## src/rtl/txn_pkg.sv

```systemverilog
// Package: shared types for the speculative transaction state tracker.
// Assumes: cause codes are observed by software-visible logic outside,
// so their values are fixed.
package txn_pkg;

    typedef enum logic [2:0] {
        CAUSE_NONE   = 3'd0,
        CAUSE_RREAD  = 3'd1,
        CAUSE_RWRITE = 3'd2,
        CAUSE_OVF    = 3'd3,
        CAUSE_EVICT  = 3'd4,
        CAUSE_SW     = 3'd5
    } abort_cause_e;

endpackage

```

## src/rtl/txn_rdset.sv

```systemverilog
// Module: txn_rdset
// One read flag per cache line. Flags are set one at a time and cleared
// all together. Two independent probe ports (snoop and eviction).
// Assumes: one address equals one line; clear has priority over set.
module txn_rdset #(
    parameter int AW    = 6,
    parameter int LINES = 1 << AW
) (
    input  logic          clk,
    input  logic          rst_n,
    input  logic          set_en,
    input  logic [AW-1:0] set_idx,
    input  logic          clear,
    input  logic [AW-1:0] probe_a,
    output logic          hit_a,
    input  logic [AW-1:0] probe_b,
    output logic          hit_b
);

    logic [LINES-1:0] flags;

    // Flag storage: bulk clear wins over a single-line set.
    always_ff @(posedge clk) begin
        if (!rst_n) begin
            flags <= '0;
        end else if (clear) begin
            flags <= '0;
        end else if (set_en) begin
            flags[set_idx] <= 1'b1;
        end
    end

    // Probe lookups for snoops and evictions.
    always_comb begin
        hit_a = flags[probe_a];
        hit_b = flags[probe_b];
    end

endmodule

```

## src/rtl/txn_wbuf.sv

```systemverilog
// Module: txn_wbuf
// Speculative store buffer of DEPTH address/data entries, fully
// associative. Offers lookups for loads (with data), stores (hit/full)
// and snoops (hit only). Entries are allocated in order from slot 0 and
// released all at once.
// Assumes: no duplicate addresses (guaranteed by overwrite-on-hit),
// clear has priority over write.
module txn_wbuf #(
    parameter int DEPTH = 8,
    parameter int AW    = 6,
    parameter int DW    = 16
) (
    input  logic                clk,
    input  logic                rst_n,
    input  logic                wr_en,
    input  logic [AW-1:0]       wr_addr,
    input  logic [DW-1:0]       wr_data,
    input  logic                clear,
    input  logic [AW-1:0]       ld_addr,
    output logic                ld_hit,
    output logic [DW-1:0]       ld_data,
    output logic                st_hit,
    output logic                full,
    input  logic [AW-1:0]       snp_addr,
    output logic                snp_hit,
    output logic [DEPTH-1:0]    ent_valid,
    output logic [DEPTH*AW-1:0] ent_addr,
    output logic [DEPTH*DW-1:0] ent_data
);

    localparam int CW = $clog2(DEPTH + 1);
    localparam int IW = (DEPTH > 1) ? $clog2(DEPTH) : 1;

    logic [DEPTH-1:0] vld;
    logic [AW-1:0]    addr_q [DEPTH];
    logic [DW-1:0]    data_q [DEPTH];
    logic [CW-1:0]    cnt;
    logic [IW-1:0]    alloc_idx;
    logic [DEPTH-1:0] ld_m, st_m, snp_m;
    logic             do_alloc;

    assign alloc_idx = cnt[IW-1:0];
    assign full      = (cnt == CW'(DEPTH));
    assign do_alloc  = wr_en && !clear && !st_hit && !full;

    // Per-entry storage, match lines and flat export.
    for (genvar i = 0; i < DEPTH; i++) begin : g_ent
        logic ent_we;
        assign ld_m[i]  = vld[i] && (addr_q[i] == ld_addr);
        assign st_m[i]  = vld[i] && (addr_q[i] == wr_addr);
        assign snp_m[i] = vld[i] && (addr_q[i] == snp_addr);
        assign ent_we   = wr_en && !clear &&
                          (st_m[i] || (do_alloc && (alloc_idx == IW'(i))));

        // Valid bit: set on allocation, dropped on bulk release.
        always_ff @(posedge clk) begin
            if (!rst_n || clear) begin
                vld[i] <= 1'b0;
            end else if (do_alloc && (alloc_idx == IW'(i))) begin
                vld[i] <= 1'b1;
            end
        end

        // Payload: written on allocation or on overwrite of a match.
        always_ff @(posedge clk) begin
            if (!rst_n) begin
                addr_q[i] <= '0;
                data_q[i] <= '0;
            end else if (ent_we) begin
                addr_q[i] <= wr_addr;
                data_q[i] <= wr_data;
            end
        end

        assign ent_addr[i*AW +: AW] = addr_q[i];
        assign ent_data[i*DW +: DW] = data_q[i];
    end

    assign ent_valid = vld;
    assign st_hit    = |st_m;
    assign snp_hit   = |snp_m;
    assign ld_hit    = |ld_m;

    // Occupancy counter: next free slot.
    always_ff @(posedge clk) begin
        if (!rst_n || clear) begin
            cnt <= '0;
        end else if (do_alloc) begin
            cnt <= cnt + CW'(1);
        end
    end

    // Forwarded load data: OR of the (at most one) matching entry.
    always_comb begin
        ld_data = '0;
        for (int i = 0; i < DEPTH; i++) begin
            if (ld_m[i]) ld_data = ld_data | data_q[i];
        end
    end

endmodule

```

## src/rtl/txn_ctrl.sv

```systemverilog
// Module: txn_ctrl
// Transaction sequencer: opens, commits and aborts transactions, picks
// the abort cause by fixed priority and produces the snapshot, restore
// and drain-timing pulses.
// Assumes: event inputs are raw (ungated); gating by the open state
// is done here.
module txn_ctrl #(
    parameter int PCW = 16
) (
    input  logic           clk,
    input  logic           rst_n,
    input  logic           tx_begin,
    input  logic [PCW-1:0] tx_fail_pc,
    input  logic           tx_commit,
    input  logic           tx_abort,
    input  logic           ev_rwrite,
    input  logic           ev_rread,
    input  logic           ev_evict,
    input  logic           ev_ovf,
    output logic           active,
    output logic           snap,
    output logic           aborted,
    output logic [2:0]     cause,
    output logic [PCW-1:0] redirect_pc,
    output logic           abort_now,
    output logic           commit_now,
    output logic           drain_q
);

    import txn_pkg::*;

    abort_cause_e sel;

    // Abort detection and cause priority for the current cycle.
    always_comb begin
        abort_now = active && (ev_rwrite || ev_rread || ev_evict ||
                               ev_ovf || tx_abort);
        commit_now = active && tx_commit && !abort_now;
        if (ev_rwrite)      sel = CAUSE_RWRITE;
        else if (ev_rread)  sel = CAUSE_RREAD;
        else if (ev_evict)  sel = CAUSE_EVICT;
        else if (ev_ovf)    sel = CAUSE_OVF;
        else                sel = CAUSE_SW;
    end

    // Transaction state, pulses and latched fail address.
    always_ff @(posedge clk) begin
        if (!rst_n) begin
            active      <= 1'b0;
            snap        <= 1'b0;
            aborted     <= 1'b0;
            cause       <= CAUSE_NONE;
            redirect_pc <= '0;
            drain_q     <= 1'b0;
        end else begin
            snap    <= 1'b0;
            aborted <= 1'b0;
            drain_q <= commit_now;
            if (abort_now) begin
                active  <= 1'b0;
                aborted <= 1'b1;
                cause   <= sel;
            end else if (commit_now) begin
                active <= 1'b0;
            end else if (tx_begin && !active) begin
                active      <= 1'b1;
                snap        <= 1'b1;
                redirect_pc <= tx_fail_pc;
                cause       <= CAUSE_NONE;
            end
        end
    end

endmodule

```

## src/rtl/txn_spec_state.sv

```systemverilog
// Module: txn_spec_state (top)
// Per-core speculative state for best-effort transactional memory:
// read flags per line, a store buffer with load forwarding, snoop
// conflict checks and a one-cycle wide commit drain.
// Assumes: one address is one line; the core issues no load or store in
// the commit cycle (such an access is dropped); the cache absorbs all
// drain slots in the cycle they are shown.
module txn_spec_state #(
    parameter int AW    = 6,
    parameter int DW    = 16,
    parameter int DEPTH = 8,
    parameter int PCW   = 16
) (
    input  logic                clk,
    input  logic                rst_n,
    input  logic                tx_begin,
    input  logic [PCW-1:0]      tx_fail_pc,
    input  logic                tx_commit,
    input  logic                tx_abort,
    input  logic                ld_valid,
    input  logic [AW-1:0]       ld_addr,
    input  logic [DW-1:0]       ld_cache_data,
    output logic [DW-1:0]       ld_data,
    input  logic                st_valid,
    input  logic [AW-1:0]       st_addr,
    input  logic [DW-1:0]       st_data,
    input  logic                snp_valid,
    input  logic                snp_is_write,
    input  logic [AW-1:0]       snp_addr,
    input  logic                evict_valid,
    input  logic [AW-1:0]       evict_addr,
    output logic                tx_active,
    output logic                ckpt_snap,
    output logic                tx_aborted,
    output logic [2:0]          abort_cause,
    output logic [PCW-1:0]      redirect_pc,
    output logic [DEPTH-1:0]    drain_valid,
    output logic [DEPTH*AW-1:0] drain_addr,
    output logic [DEPTH*DW-1:0] drain_data
);

    logic          abort_now, commit_now, drain_q;
    logic          rs_snp_hit, rs_ev_hit;
    logic          wb_ld_hit, wb_st_hit, wb_full, wb_snp_hit;
    logic [DW-1:0] wb_ld_data;
    logic [DEPTH-1:0] ent_valid;
    logic          ev_rwrite, ev_rread, ev_evict, ev_ovf;
    logic          rs_set, wb_wr, quiet;

    // Accesses are recorded only in an open, non-ending cycle.
    assign quiet  = tx_active && !abort_now && !tx_commit;
    assign rs_set = quiet && ld_valid;
    assign wb_wr  = quiet && st_valid;

    // Raw conflict and capacity events (gated by the sequencer).
    assign ev_rwrite = snp_valid && snp_is_write && (rs_snp_hit || wb_snp_hit);
    assign ev_rread  = snp_valid && !snp_is_write && wb_snp_hit;
    assign ev_evict  = evict_valid && rs_ev_hit;
    assign ev_ovf    = st_valid && wb_full && !wb_st_hit;

    txn_rdset #(.AW(AW)) u_rdset (
        .clk     (clk),
        .rst_n   (rst_n),
        .set_en  (rs_set),
        .set_idx (ld_addr),
        .clear   (abort_now || commit_now),
        .probe_a (snp_addr),
        .hit_a   (rs_snp_hit),
        .probe_b (evict_addr),
        .hit_b   (rs_ev_hit)
    );

    txn_wbuf #(.DEPTH(DEPTH), .AW(AW), .DW(DW)) u_wbuf (
        .clk       (clk),
        .rst_n     (rst_n),
        .wr_en     (wb_wr),
        .wr_addr   (st_addr),
        .wr_data   (st_data),
        .clear     (abort_now || drain_q),
        .ld_addr   (ld_addr),
        .ld_hit    (wb_ld_hit),
        .ld_data   (wb_ld_data),
        .st_hit    (wb_st_hit),
        .full      (wb_full),
        .snp_addr  (snp_addr),
        .snp_hit   (wb_snp_hit),
        .ent_valid (ent_valid),
        .ent_addr  (drain_addr),
        .ent_data  (drain_data)
    );

    txn_ctrl #(.PCW(PCW)) u_ctrl (
        .clk         (clk),
        .rst_n       (rst_n),
        .tx_begin    (tx_begin),
        .tx_fail_pc  (tx_fail_pc),
        .tx_commit   (tx_commit),
        .tx_abort    (tx_abort),
        .ev_rwrite   (ev_rwrite),
        .ev_rread    (ev_rread),
        .ev_evict    (ev_evict),
        .ev_ovf      (ev_ovf),
        .active      (tx_active),
        .snap        (ckpt_snap),
        .aborted     (tx_aborted),
        .cause       (abort_cause),
        .redirect_pc (redirect_pc),
        .abort_now   (abort_now),
        .commit_now  (commit_now),
        .drain_q     (drain_q)
    );

    // Load result: buffered value wins over the cache copy.
    assign ld_data = wb_ld_hit ? wb_ld_data : ld_cache_data;

    // Drain enables: buffer contents shown in the cycle after commit.
    assign drain_valid = ent_valid & {DEPTH{drain_q}};

endmodule

```

## config.mk

```make
export PLATFORM = sky130hd
export DESIGN_NAME = txn_spec_state
export DESIGN_NICKNAME = d
export VERILOG_FILES = /design/src/rtl/txn_pkg.sv /design/src/rtl/txn_rdset.sv /design/src/rtl/txn_wbuf.sv /design/src/rtl/txn_ctrl.sv /design/src/rtl/txn_spec_state.sv
export SDC_FILE = /design/constraint.sdc
export NUM_CORES = 1
export LEC_CHECK = 0
export ABC_CLOCK_PERIOD_IN_PS = 3600
export BUFFER_PORTS_ARGS = -buffer_cell sky130_fd_sc_hd__buf_2
export CAP_MARGIN = 20
export CELL_PAD_IN_SITES_DETAIL_PLACEMENT = 0
export CELL_PAD_IN_SITES_GLOBAL_PLACEMENT = 1
export CORE_UTILIZATION = 39
export DETAILED_ROUTE_END_ITERATION = 7
export PLACE_DENSITY_LB_ADDON = 0.15
export SLEW_MARGIN = 20
export SYNTH_ARGS = -nofsm -noshare
export SYNTH_HDL_FRONTEND = slang
export SYNTH_SLANG_ARGS = --single-unit
export TNS_END_PERCENT = 50
```

## constraint.sdc

```tcl
create_clock -name clk -period 3.6 [get_ports clk]
set_input_delay 0.72 -clock clk [delete_from_list [all_inputs] [get_ports clk]]
set_output_delay 0.72 -clock clk [all_outputs]
set_load 0.05 [all_outputs]
```

# After elaboration in Yosys (flattened, before gate mapping)
# Memory sizes are Yosys's and may differ from the RTL's.
# Index checks and enable logic that the tools add are counted.
# word_totals
output_inout_bits	222
wordCells	241
n_memories	2
ram_bits	176
input_bits	82
register_bits	99
# mem_list
name	depth	width	rd	rd_clocked_by_memory_dff	write_ports	line_no	text
u_wbuf.data_q	8	16	8	0	8	txn_wbuf.sv:36	logic [DW-1:0] data_q [DEPTH];
u_wbuf.addr_q	8	6	8	0	8	txn_wbuf.sv:35	logic [AW-1:0] addr_q [DEPTH];
# classes
mux	65
n_bitwise	28
n_lt_le_gt_ge	4
eq_ne	33
n_reduce_logical	92
addsub	1
# ops
op	n
$mux 16	17
$eq 6x6->1	24
$or 16x16->16	7
$or 64x64->64	1
$logic_and 1x1->1	59
$mux 6	8
$mux 1	30
$reduce_or 8->1	3
$lt 6x7->1 const B	3
$mux 3	7
$logic_or 1x1->1	16
$or 1x1->1	16
$bmux 1 s6	2
$eq 3x3->1 const B	4
$and 8x8->8	1
$logic_not 1->1	8
$demux 1 s6	1
$eq 3x2->1 const B	2
$ge 6x1->1 const B	1
$add 4x1->4 const B	1
$eq 4x4->1 const B	1
$eq 3x1->1 const B	1
$logic_not 3->1	1
$not 1->1	3
other kinds (6)	6

# Depth between registers and ports, before layout
# Gate-level depths: netlist (run 1).
# logic_depth
ltp_word	24
ltp_mapped	14
ltp_nobuf	8

# Modules after synthesis
# From an unflattened synthesis (run 1), not the netlist that was laid out.
# hier_totals
cells_unflattened	1243
area_unflattened_um2	13629.3
# by_module_without_submodules
module	seq_area_each_um2	n_inst	area_each_um2	cells_each
txn_wbuf	5525.3	1	9197.6	785
txn_rdset	1281.2	1	3198.1	319
txn_ctrl	460.4	1	868.3	105
txn_spec_state	0.0	1	365.4	34

# Worst setup path before layout (run 1)
# No wires, ideal clock.
# synth_path
path_type	input port to output port
startpoint	input ld_addr[5]
endpoint	output ld_data[10]
required_time_ns	2.880
t_arrival_ns	3.616
setup_slack_ns	-0.736
path_buffers	3
path_stages	10
cell_sequence	clkbuf_1 > clkbuf_1 > xnor2_1 > nand4_1 > nor4_1 > nor4_1 > nand2_1 > buf_1 > nor2_1 > a31oi_1
# synth_via
elab_chain_len	18
word_cells_on_any_way	33
classes_between	8 x eq/ne; 9 x mux; 7 x bitwise; 9 x reduce/logical
# synth_rtl
element	line_no	text
start, declared	txn_spec_state.sv:21	input logic [AW-1:0] ld_addr,
$eq 6x6->1	txn_wbuf.sv:49	assign ld_m[i] = vld[i] && (addr_q[i] == ld_addr);
$logic_and 1x1->1	txn_wbuf.sv:49	
$mux 16	txn_wbuf.sv:97	if (ld_m[i]) ld_data = ld_data | data_q[i];
$or 16x16->16	txn_wbuf.sv:97	
$mux 16	txn_wbuf.sv:97	
$or 16x16->16	txn_wbuf.sv:97	
$mux 16	txn_wbuf.sv:97	
$or 16x16->16	txn_wbuf.sv:97	
(+2 left out)	-	
$mux 16	txn_wbuf.sv:97	
$or 16x16->16	txn_wbuf.sv:97	
$mux 16	txn_wbuf.sv:97	
$or 16x16->16	txn_wbuf.sv:97	
$mux 16	txn_wbuf.sv:97	
$or 16x16->16	txn_wbuf.sv:97	
$mux 16	txn_wbuf.sv:97	
$mux 16 *	txn_spec_state.sv:114	assign ld_data = wb_ld_hit ? wb_ld_data : ld_cache_data;
end, declared	txn_spec_state.sv:23	output logic [DW-1:0] ld_data,
# Every way passes the cells marked *; elsewhere a longest branch is shown, timed or not.

==> impl_metrics.toml, run 1 <==
[detailed_routing]
detail_route.iter0.violations = 1076
post_drt_wl_per_cell_um = 24.7
post-route-drc-count = 0
wl_mm = 52.4
vias_per_cell = 5.77
vias = 12254
first_pass_iters = 6
ant_nets = 0

[worst_setup_path]
critPathTopFamily = "simple AND/OR/NAND/NOR gates"
critPathArrivalTime_ps = 2840
cp-start-kind = "flop"
end_kind = "output port"
slowest_delay_ps = 580
cp.depth = 9
crit_chain = "xor2_2, nor4_4, buf_4, nor4_2, nand2_4, buf_12, nor2_1, a31oi_4, buf_2"
path_class = "reg2out"
required_ps = 2880
crit_fanout = 11
cp_slowest_cell = "edfxtp_1"
worst-path-buf-inv = 3
rr_worst_depth = 11

[final_layout]
final.fill_count = 3173
fin_nets = 1733
finish.utilization = 0.520
drive_above_1_share = 0.317
regArea_mm2 = 0.00727
multi_input_area_mm2 = 0.00651
syn_to_final_growth_pct = 30.3
final_cell_area_mm2 = 0.0181
finalNonFillerCells = 2122

[power_and_ir_drop]
comb_power_share = 0.145
p_per_area_mw_per_mm2 = 437
vdd_drop_max_mv = 0.354
leakage_nw = 6.99
pwr-share-seq = 0.447
pwr-share-clk = 0.408
power_switching_mw = 2.17
intPower_mw = 5.74
switching_share = 0.274

[clock_network]
h-tree-depth = 1
worstSkewPairLatency_ps = 550
cts_tree = "done"
cts-root-buf = "clkbuf_16"
clock_tree.buffer_depth = 3
cts_sinks = 275
clk_pin_slew_worst_paths_ps = 60
cts_buffers = 29

[min_path]
whs_path_depth = 3
hp-class = "in2reg"

[floorplanning]
start_util = 0.399
ios = 304
dieHeight_um = 191
die-width_um = 191
dieArea_mm2 = 0.0363
coreArea_mm2 = 0.0348
row_count = 68

[yosys]
synth_area_leaders = "edfxtp_1, dfxtp_1, nor2_1, xnor2_1, xor2_1"
synth_top_area_frac = 0.381
async_reset_ff_frac = 0
synth_area_mm2 = 0.0139
ys_ff_latch = 275
synthFlopType = "edfxtp_1"
yosys_warnings = 0
synth_edf_count = 176
synth.distinct_cells = 56
synth_common_cells = "nor2_1, edfxtp_1, nand2_1"
synth_seq_area_share = 0.524
syn-num-nets = 1379
synth_top_cell_by_area = "edfxtp_1"
synth.avg_cell_area_um2 = 10.8
postSynthCellCount = 1291
yosysMostFrequentCell = "nor2_1"

[placement]
place_area_mm2 = 0.0168
gp_congestion = 0.904
port_buffers = 303
hpwl_mm = 37.7
pre_cts_slack_ps = -141
dp.cells = 2045

[grt]
antenna_found_initial = 2
grt_util_all_layers = 0.283
grt_pass1_vias = 11784
grt_util_met2 = 0.458
grt_busiest_layer = "met2"
grt_start_max_net_pins = 65
use_met1 = 0.379
grt_util_met3 = 0.0552
grt_first_pass_wirelength_mm = 75.9
grt-ovfl-total = 0

[sta]
fin_crit_ps = 3560
grt_setup_unrepaired = "yes"
finalCritPeriodShare = 0.988
finalSetupViolCount = 0
timing.final.ws_setup_ps = 42.9
worst_hold_slack_ps = 405
slew_viol_final = 0
worst_pin_slew_ps = 912
hold_violations = 0
clock_skew_ps = 10.9
slew_headroom = 0.390
clock.fmax_mhz = 281

[job]
drv_cap = 0

[run_status]
status = "finished, final reports clean"
==> per-stage QoR <==
step / total power, mW / TNS, ps
6_report: 7.91 / 0
3_5_place_dp: 4.72 / -7100
2_1_floorplan: 4.35 / -6460
3_3_place_gp: 4.72 / -1340
4_1_cts: 7.94 / 0
5_1_grt: 8.15 / -118
==> per-layer routing <==
metal / wire, um / vias up / part of all wire
li1: - / 5411 / -
met1: 21500 / 6047 / 0.41
met2: 24300 / 684 / 0.46
met3: 4810 / 108 / 0.092
met4: 1750 / 4 / 0.033
met5: 25 / - / 0.00048
==> final timing paths <==
path | start | slack [ps] | end
max | u_wbuf.addr_q[0][7]$_SDFFCE_PN0P_ | 40 | ld_data[9]
min | tx_fail_pc[14] | 410 | u_ctrl.redirect_pc[14]$_SDFFE_PN0P_
max reg2reg | u_wbuf.addr_q[0][18]$_SDFFCE_PN0P_ | 350 | u_wbuf.data_q[3][19]$_SDFFCE_PN0P_
min reg2reg | u_ctrl.redirect_pc[4]$_SDFFE_PN0P_ | 450 | u_ctrl.redirect_pc[4]$_SDFFE_PN0P_
==> cell type report <==
cell class	count	share of cell area
well taps	455	0.0315
repair buffers	418	0.149
clock inverters	16	0.0141
clock buffers	36	0.0416
inverters	7	0.00145
diodes	1	0.000138
multi-input cells	914	0.360
flip-flops and latches	275	0.402
==> worst reg2reg max path: stages, from the launching register on <==
cell       delay, ps
edfxtp_1         520
xnor2_1          230
nand4_1          100
nor4_1           490
nor4_1           190
a41oi_1          370
buf_4            190
o2111ai_4        190
buf_4            250
a211oi_4         200
buf_12           220
and2_1           170
==> flip-flops by register name, summed over array words and instances, names as in the netlist <==
signal and cells:
u_ctrl.active 1, u_ctrl.aborted 1, u_wbuf.data_q 128, u_ctrl.cause 3, u_wbuf.addr_q 48, u_wbuf.ent_valid 8
u_ctrl.drain_q 1, u_wbuf.cnt 4, u_ctrl.redirect_pc 16, u_ctrl.snap 1, u_rdset.flags 64
==> layout by cell type (no fill, tap or decap), types with 30 or more instances in the layout <==
cell type and n:
clkbuf_16 30, nor2_1 195, a221oi_1 31, buf_4 95, dfxtp_1 99, a22o_1 32
xnor2_1 72, xor2_1 70, buf_2 291, and2_1 30, nor3_1 71, nand2_1 95
o21a_1 65, nand4_1 30, edfxtp_1 176
==> repair_timing <==
| item | in CTS | in global routing |
|---|---|---|
| hold buffers | 0 | 0 |
| setup buffers | 12 | 11 |
| pin swaps | 3 | 6 |
| setup endpoints to repair | 16 | 16 |
| resized for setup | 8 | 20 |
| cloned | 0 | 1 |
==> logic make-up (layout without fill, tap and decap cells) <==
family | count (synthesis) | count (layout) | synth area share
DFF | 275 | 275 | 0.524
muxes | 47 | 47 | 0.0546
and+or+nand+nor | 500 | 500 | 0.166
xor gates and xnor gates | 144 | 144 | 0.0909
other | 0 | 1 | 0
adders and majority gates | 6 | 6 | 0.00541
AOI/OAI and AO/OA | 217 | 217 | 0.121
buffers and inverters | 102 | 477 | 0.0382
==> power groups by stage <==
stage	logic, mW	registers (mW)	clock network (mW)
floorplan	0.466	3.88	0
CTS	1.14	3.53	3.27
global placement	1.11	3.61	0
detailed placement	1.12	3.60	0
finish	1.15	3.53	3.23
global route	1.20	3.54	3.40
No activity file was read; power rests on OpenSTA's default activity.
==> inputs of run 2 (changes only) <==
--- a/config.mk
+++ b/config.mk
@@ -13,6 +13,7 @@
 export CORE_UTILIZATION = 39
 export DETAILED_ROUTE_END_ITERATION = 7
 export PLACE_DENSITY_LB_ADDON = 0.15
+export RECOVER_POWER = 50
 export SLEW_MARGIN = 20
 export SYNTH_ARGS = -nofsm -noshare
 export SYNTH_HDL_FRONTEND = slang
==> impl_metrics.toml, run 2 (same netlist as run 1, synthesis figures left out) <==
[run_status]
status = "finished, final reports clean"

[power_and_ir_drop]
power_switching_mw = 2.16
intPower_mw = 5.72
p_per_area_mw_per_mm2 = 442
vdd_drop_max_mv = 0.350
switching_share = 0.274
pwr-share-clk = 0.409
pwr-share-seq = 0.449
leakage_nw = 6.32
comb_power_share = 0.142

[grt]
grt_pass1_vias = 11784
grt-ovfl-total = 0
grt_start_max_net_pins = 65
grt_first_pass_wirelength_mm = 75.9
antenna_found_initial = 2
grt_util_all_layers = 0.283

[detailed_routing]
detail_route.iter0.violations = 1015
first_pass_iters = 6
wl_mm = 52.2
post_drt_wl_per_cell_um = 24.6
vias_per_cell = 5.73
ant_nets = 0
post-route-drc-count = 0
vias = 12160

[clock_network]
postCtsHoldBufs = 0
cts_buffers = 29
worstSkewPairLatency_ps = 540
cts-root-buf = "clkbuf_16"
cts_tree = "done"
clock_tree.buffer_depth = 3
cts_sinks = 275
clk_pin_slew_worst_paths_ps = 60
h-tree-depth = 1

[sta]
worst_pin_slew_ps = 920
worst_hold_slack_ps = 408
finalSetupViolCount = 0
grt_setup_unrepaired = "yes"
hold_violations = 0
clock.fmax_mhz = 282
slew_viol_final = 0
clock_skew_ps = 10.2
slew_headroom = 0.385
finalCritPeriodShare = 0.984
fin_crit_ps = 3540

[placement]
dp.cells = 2045
port_buffers = 303
place_area_mm2 = 0.0168
gp_congestion = 0.904
hpwl_mm = 37.7

[worst_setup_path]
end_kind = "output port"
critPathArrivalTime_ps = 2820
cp-start-kind = "flop"
crit_fanout = 11
r2r_start = "u_wbuf.addr_q[0][22]$_SDFFCE_PN0P_"
path_class = "reg2out"
required_ps = 2880
critPathLaunch = "u_wbuf.addr_q[0][7]$_SDFFCE_PN0P_"

[min_path]
hp-class = "in2reg"
hp-start = "tx_fail_pc[14]"

[final_layout]
multi_input_area_mm2 = 0.00651
regMostFlops = "u_wbuf.data_q"
finalNonFillerCells = 2122
largest_reg_flops = 128
final.fill_count = 3243
drive_above_1_share = 0.199
fin_nets = 1733
regArea_mm2 = 0.00727
final_cell_area_mm2 = 0.0178
layout_common_cells = "clkbuf_1, nor2_1, edfxtp_1"
top_regs = "u_wbuf.data_q (128), u_rdset.flags (64), u_wbuf.addr_q (48)"
layout_commonest_cell = "clkbuf_1"
syn_to_final_growth_pct = 28.5

[floorplanning]
dieHeight_um = 191
coreArea_mm2 = 0.0348
start_util = 0.399
die-width_um = 191
ios = 304
row_count = 68
dieArea_mm2 = 0.0363

[job]
drv_cap = 0
[run 2: cell count changes in the layout (fill, tap and decap cells not counted), sizes merged]
cell / delta
buf: -197
clkbuf: +197
[run 2: critical path: stages, from the launching register on]
cell and delay, ps:
edfxtp_1 570, xor2_2 280, nor4_4 70, buf_4 160
nor4_2 350, nand2_4 160, buf_12 190, nor2_1 230
a31oi_4 40, buf_2 220
[run 2: worst paths after layout]
check	depth (start not counted)	end	slack [ps]
setup / recovery	9	ld_data[9]	60
hold / removal	3	u_ctrl.redirect_pc[14]$_SDFFE_PN0P_	410
setup reg to reg	10	u_wbuf.data_q[3][31]$_SDFFCE_PN0P_	310
hold reg to reg	2	u_ctrl.redirect_pc[9]$_SDFFE_PN0P_	460
[run 2: power by group through the flow]
stage | sequential, mW | clock (mW) | combinational (mW)
floorplan | 3.88 | 0 | 0.466
global placement | 3.61 | 0 | 1.11
detailed placement | 3.60 | 0 | 1.12
CTS | 3.53 | 3.27 | 1.14
global route | 3.54 | 3.40 | 1.18
finish | 3.54 | 3.22 | 1.12
[run 2: area by class of cell]
type | instances | share of cell area
well taps | 455 | 0.0319
clock buffers | 36 | 0.0422
repair buffers | 418 | 0.137
clock inverters | 16 | 0.0143
multi-input cells | 914 | 0.365
diodes | 1 | 0.000140
inverters | 7 | 0.00147
flip-flops and latches | 275 | 0.408
[run 2: through the flow]
| step | total power, mW | TNS [ps] | util | setup slack, ps |
|---|---|---|---|---|
| finish | 7.88 | 0 | 0.512 | 57.0 |
| global route | 8.12 | -121 | 0.512 | -25.5 |
| CTS | 7.94 | 0 | 0.514 | 0.900 |
| detailed placement | 4.72 | -7100 | 0.482 | -141 |
| global placement | 4.72 | -1340 | 0.482 | -118 |
| floorplan | 4.35 | -6460 | - | -97.9 |
[run 2: per-layer routing]
metal,GRT usage,up-vias,share of wire
li1,-,5408,-
met1,0.379,5947,0.41
met2,0.458,685,0.46
met3,0.0552,116,0.095
met4,0.0985,4,0.035
met5,0,-,0.00048
[run 2: repair_timing]
| item | in CTS | in global routing |
|---|---|---|
| endpoints found under the hold margin | 0 | 0 |
| pin swaps | 3 | 6 |
| resized for setup | 8 | 20 |
| buffers inserted | 12 | 11 |
| setup endpoints to repair | 16 | 16 |
| cloned | 0 | 1 |
==> inputs of run 3 (changes only) <==
--- a/config.mk
+++ b/config.mk
@@ -5,12 +5,13 @@
 export SDC_FILE = /design/constraint.sdc
 export NUM_CORES = 1
 export LEC_CHECK = 0
+export ABC_AREA = 1
 export ABC_CLOCK_PERIOD_IN_PS = 3600
 export BUFFER_PORTS_ARGS = -buffer_cell sky130_fd_sc_hd__buf_2
 export CAP_MARGIN = 20
 export CELL_PAD_IN_SITES_DETAIL_PLACEMENT = 0
 export CELL_PAD_IN_SITES_GLOBAL_PLACEMENT = 1
-export CORE_UTILIZATION = 39
+export CORE_UTILIZATION = 37
 export DETAILED_ROUTE_END_ITERATION = 7
 export PLACE_DENSITY_LB_ADDON = 0.15
 export RECOVER_POWER = 50
==> impl_metrics.toml, run 3 <==
[clock_network]
postCtsHoldBufs = 0
cts_sinks = 275
clk_pin_slew_worst_paths_ps = 60
clock_tree.buffer_depth = 3
cts_buffers = 31
worstSkewPairLatency_ps = 600
cts-root-buf = "clkbuf_16"
cts_tree = "done"
h-tree-depth = 1

[worst_setup_path]
crit_chain = "nor2_1, nor3_1, nand4_1, buf_6, o22ai_2, a21oi_1, o21ai_0, a21oi_1, o21ai_0, a21oi_1, o211ai_1, buf_4"
r2r_start = "u_wbuf.addr_q[0][4]$_SDFFCE_PN0P_"
required_ps = 2880
worst-path-buf-inv = 2
reg2reg_setup_slack_ps = 600
slowest_delay_ps = 500
crit_fanout = 7
cp-start-kind = "flop"
path_class = "reg2out"
r2r-end = "u_wbuf.addr_q[0][20]$_SDFFCE_PN0P_"
critPathTopFamily = "compound AO/OA/AOI/OAI gates"
critPathArrivalTime_ps = 2900
cp_slowest_cell = "edfxtp_1"
rr_worst_depth = 18
critPathMostFrequentCell = "a21oi_1"
end_kind = "output port"

[grt]
grt_pass1_vias = 14165
grt_first_pass_wirelength_mm = 89.6
grt-ovfl-total = 0
grt_util_all_layers = 0.291
antenna_found_initial = 0
grt_start_max_net_pins = 37

[power_and_ir_drop]
intPower_mw = 5.56
p_per_area_mw_per_mm2 = 423
pwr-share-seq = 0.445
comb_power_share = 0.151
switching_share = 0.298
power_switching_mw = 2.36
pwr-share-clk = 0.404
total_power_mw = 7.93
vdd_drop_max_mv = 0.390
leakage_nw = 7.75

[sta]
worst_pin_slew_ps = 782
grt_setup_unrepaired = "yes"
finalSetupViolCount = 1
clock_skew_ps = 27.1
finalCritPeriodShare = 1.00
timing.final.ws_setup_ps = -16.6
clock.fmax_mhz = 277
fin_crit_ps = 3620
slew_headroom = 0.478
slew_viol_final = 0
hold_violations = 0

[yosys]
async_reset_ff_frac = 0
synth_area_leaders = "edfxtp_1, dfxtp_1, nand2_1, nor2_1, inv_1"
synth.avg_cell_area_um2 = 7.84
yosysMostFrequentCell = "nand2_1"
synthFlopType = "edfxtp_1"
synth_top_cell_by_area = "edfxtp_1"
synth.distinct_cells = 43
synth_seq_area_share = 0.485
postSynthCellCount = 1913
synth_top_area_frac = 0.352
syn-num-nets = 2001
yosys_warnings = 0
synth_edf_count = 176
synth_common_cells = "nand2_1, nor2_1, inv_1"
synth_area_mm2 = 0.0150
ys_ff_latch = 275

[placement]
gp_congestion = 0.939
hpwl_mm = 44.2
pre_cts_slack_ps = -62.9
dp.cells = 2741
port_buffers = 303

[detailed_routing]
post-route-drc-count = 0
vias = 14690
vias_per_cell = 5.20
ant_nets = 0
first_pass_iters = 6
wl_mm = 61.0
detail_route.iter0.violations = 1458
post_drt_wl_per_cell_um = 21.6

[run_status]
failed_checks = "setup timing"
status = "complete, but fails checks"

[final_layout]
drive_above_1_share = 0.157
fin_nets = 2364
finalNonFillerCells = 2825
layout_common_cells = "nand2_1, nor2_1, inv_1"
diodes = 0
regMostFlops = "u_wbuf.data_q"
largest_reg_flops = 128
syn_to_final_growth_pct = 24.9
top_regs = "u_wbuf.data_q (128), u_rdset.flags (64), u_wbuf.addr_q (48)"
final.fill_count = 4141
multi_input_area_mm2 = 0.00612
layout_commonest_cell = "nand2_1"
regArea_mm2 = 0.00727

[floorplanning]
coreArea_mm2 = 0.0398
dieArea_mm2 = 0.0413
ios = 304
start_util = 0.377
die-width_um = 203
row_count = 73
dieHeight_um = 203

[min_path]
whs_path_depth = 3
hp-start = "tx_fail_pc[11]"
hp-class = "in2reg"
min_to = "u_ctrl.redirect_pc[11]$_SDFFE_PN0P_"

[job]
drv_cap = 0
[run 3: changes by cell type in the layout (fill, tap and decap cells not counted), moves of 28 or more]
cell	before	now
nand2_1	95	363
inv_1	7	256
a21oi_1	23	159
nand3_1	17	138
nor2_1	195	310
o21ai_0	2	73
o21a_1	65	0
xnor2_1	72	9
nor3_1	71	12
xor2_1	70	20
o22ai_1	0	41
a22o_1	32	0
a221oi_1	31	1
and2_1	30	2
[run 3: cell families (layout without fill, tap and decap cells)]
| kind of cell | count (synthesis) | after routing | synth area share |
|---|---|---|---|
| fa+ha+maj | 6 | 6 | 0.00501 |
| xor+xnor | 29 | 29 | 0.0169 |
| flops | 275 | 275 | 0.485 |
| buf+inv | 375 | 762 | 0.115 |
| simple gates | 892 | 892 | 0.254 |
| compound gates | 336 | 336 | 0.124 |
[run 3: layout make-up]
| type | count | area share |
|---|---|---|
| repair buffers | 429 | 0.141 |
| multi-input cells | 1263 | 0.327 |
| clock buffers | 37 | 0.0437 |
| flip-flops and latches | 275 | 0.388 |
| well taps | 525 | 0.0351 |
| inverters | 276 | 0.0556 |
| clock inverters | 20 | 0.00995 |
[run 3: how the worst max path moves through the flow]
| stage | startpoint | endpoint | slack, ps | cells past startpoint |
|---|---|---|---|---|
| 6_report | u_wbuf.addr_q[0][5]$_SDFFCE_PN0P_ | ld_data[11] | -20 | 12 |
| 5_1_grt | u_wbuf.addr_q[0][5]$_SDFFCE_PN0P_ | ld_data[14] | -170 | 10 |
| 4_1_cts | u_wbuf.addr_q[0][17]$_SDFFCE_PN0P_ | ld_data[10] | -10 | 12 |
| 3_5_place_dp | ld_addr[2] | ld_data[9] | -60 | 14 |
| 3_3_place_gp | ld_addr[2] | ld_data[9] | -40 | 14 |
| 2_1_floorplan | ld_addr[5] | ld_data[10] | 30 | 10 |
[run 3: per-stage QoR]
| stage | util | hold WS, ps | setup TNS [ps] | cell area (um^2) |
|---|---|---|---|---|
| finish | 0.470 | 361 | -16.6 | 18700 |
| global route | 0.470 | 364 | -2240 | 18700 |
| CTS | 0.473 | 333 | -30.7 | 18800 |
| detailed placement | 0.443 | 458 | -62.9 | 17600 |
| global placement | 0.443 | 455 | -43.0 | 17600 |
| floorplan | - | 442 | 0 | 15000 |
[run 3: what timing repair did]
item | in CTS | in global routing
gates cloned | 0 | 1
setup endpoints to repair | 16 | 16
pin swaps | 0 | 6
setup buffers | 17 | 9
resized for setup | 33 | 24
[run 3: power by group through the flow]
stage	Clock [mW]	Combinational, mW	Sequential [mW]
global route	3.37	1.27	3.53
global placement	0	1.19	3.59
finish	3.20	1.20	3.53
detailed placement	0	1.19	3.59
floorplan	0	0.453	3.89
CTS	3.26	1.22	3.52
[run 3: worst register-to-register path: stages, from the launching register on]
cell and delay, ps:
edfxtp_1 460, buf_4 180, buf_4 150, xnor2_1 120
nand3_1 80, nor2_1 60, nor2_1 160, nand2_1 80
nor2_2 170, inv_1 70, nand2_1 120, nand2_2 80
nor2_4 110, nand4_4 110, nor2_4 180, buf_12 150
nand2_4 60, nand3_1 120, buf_12 220
[run 3: metal layers]
| metal | track usage | vias up | part of all wire |
|---|---|---|---|
| met5 | 0 | - | 0 |
| met4 | 0.0985 | 0 | 0.033 |
| met3 | 0.0371 | 118 | 0.071 |
| met2 | 0.483 | 632 | 0.47 |
| met1 | 0.389 | 7000 | 0.42 |
| li1 | - | 6940 | - |
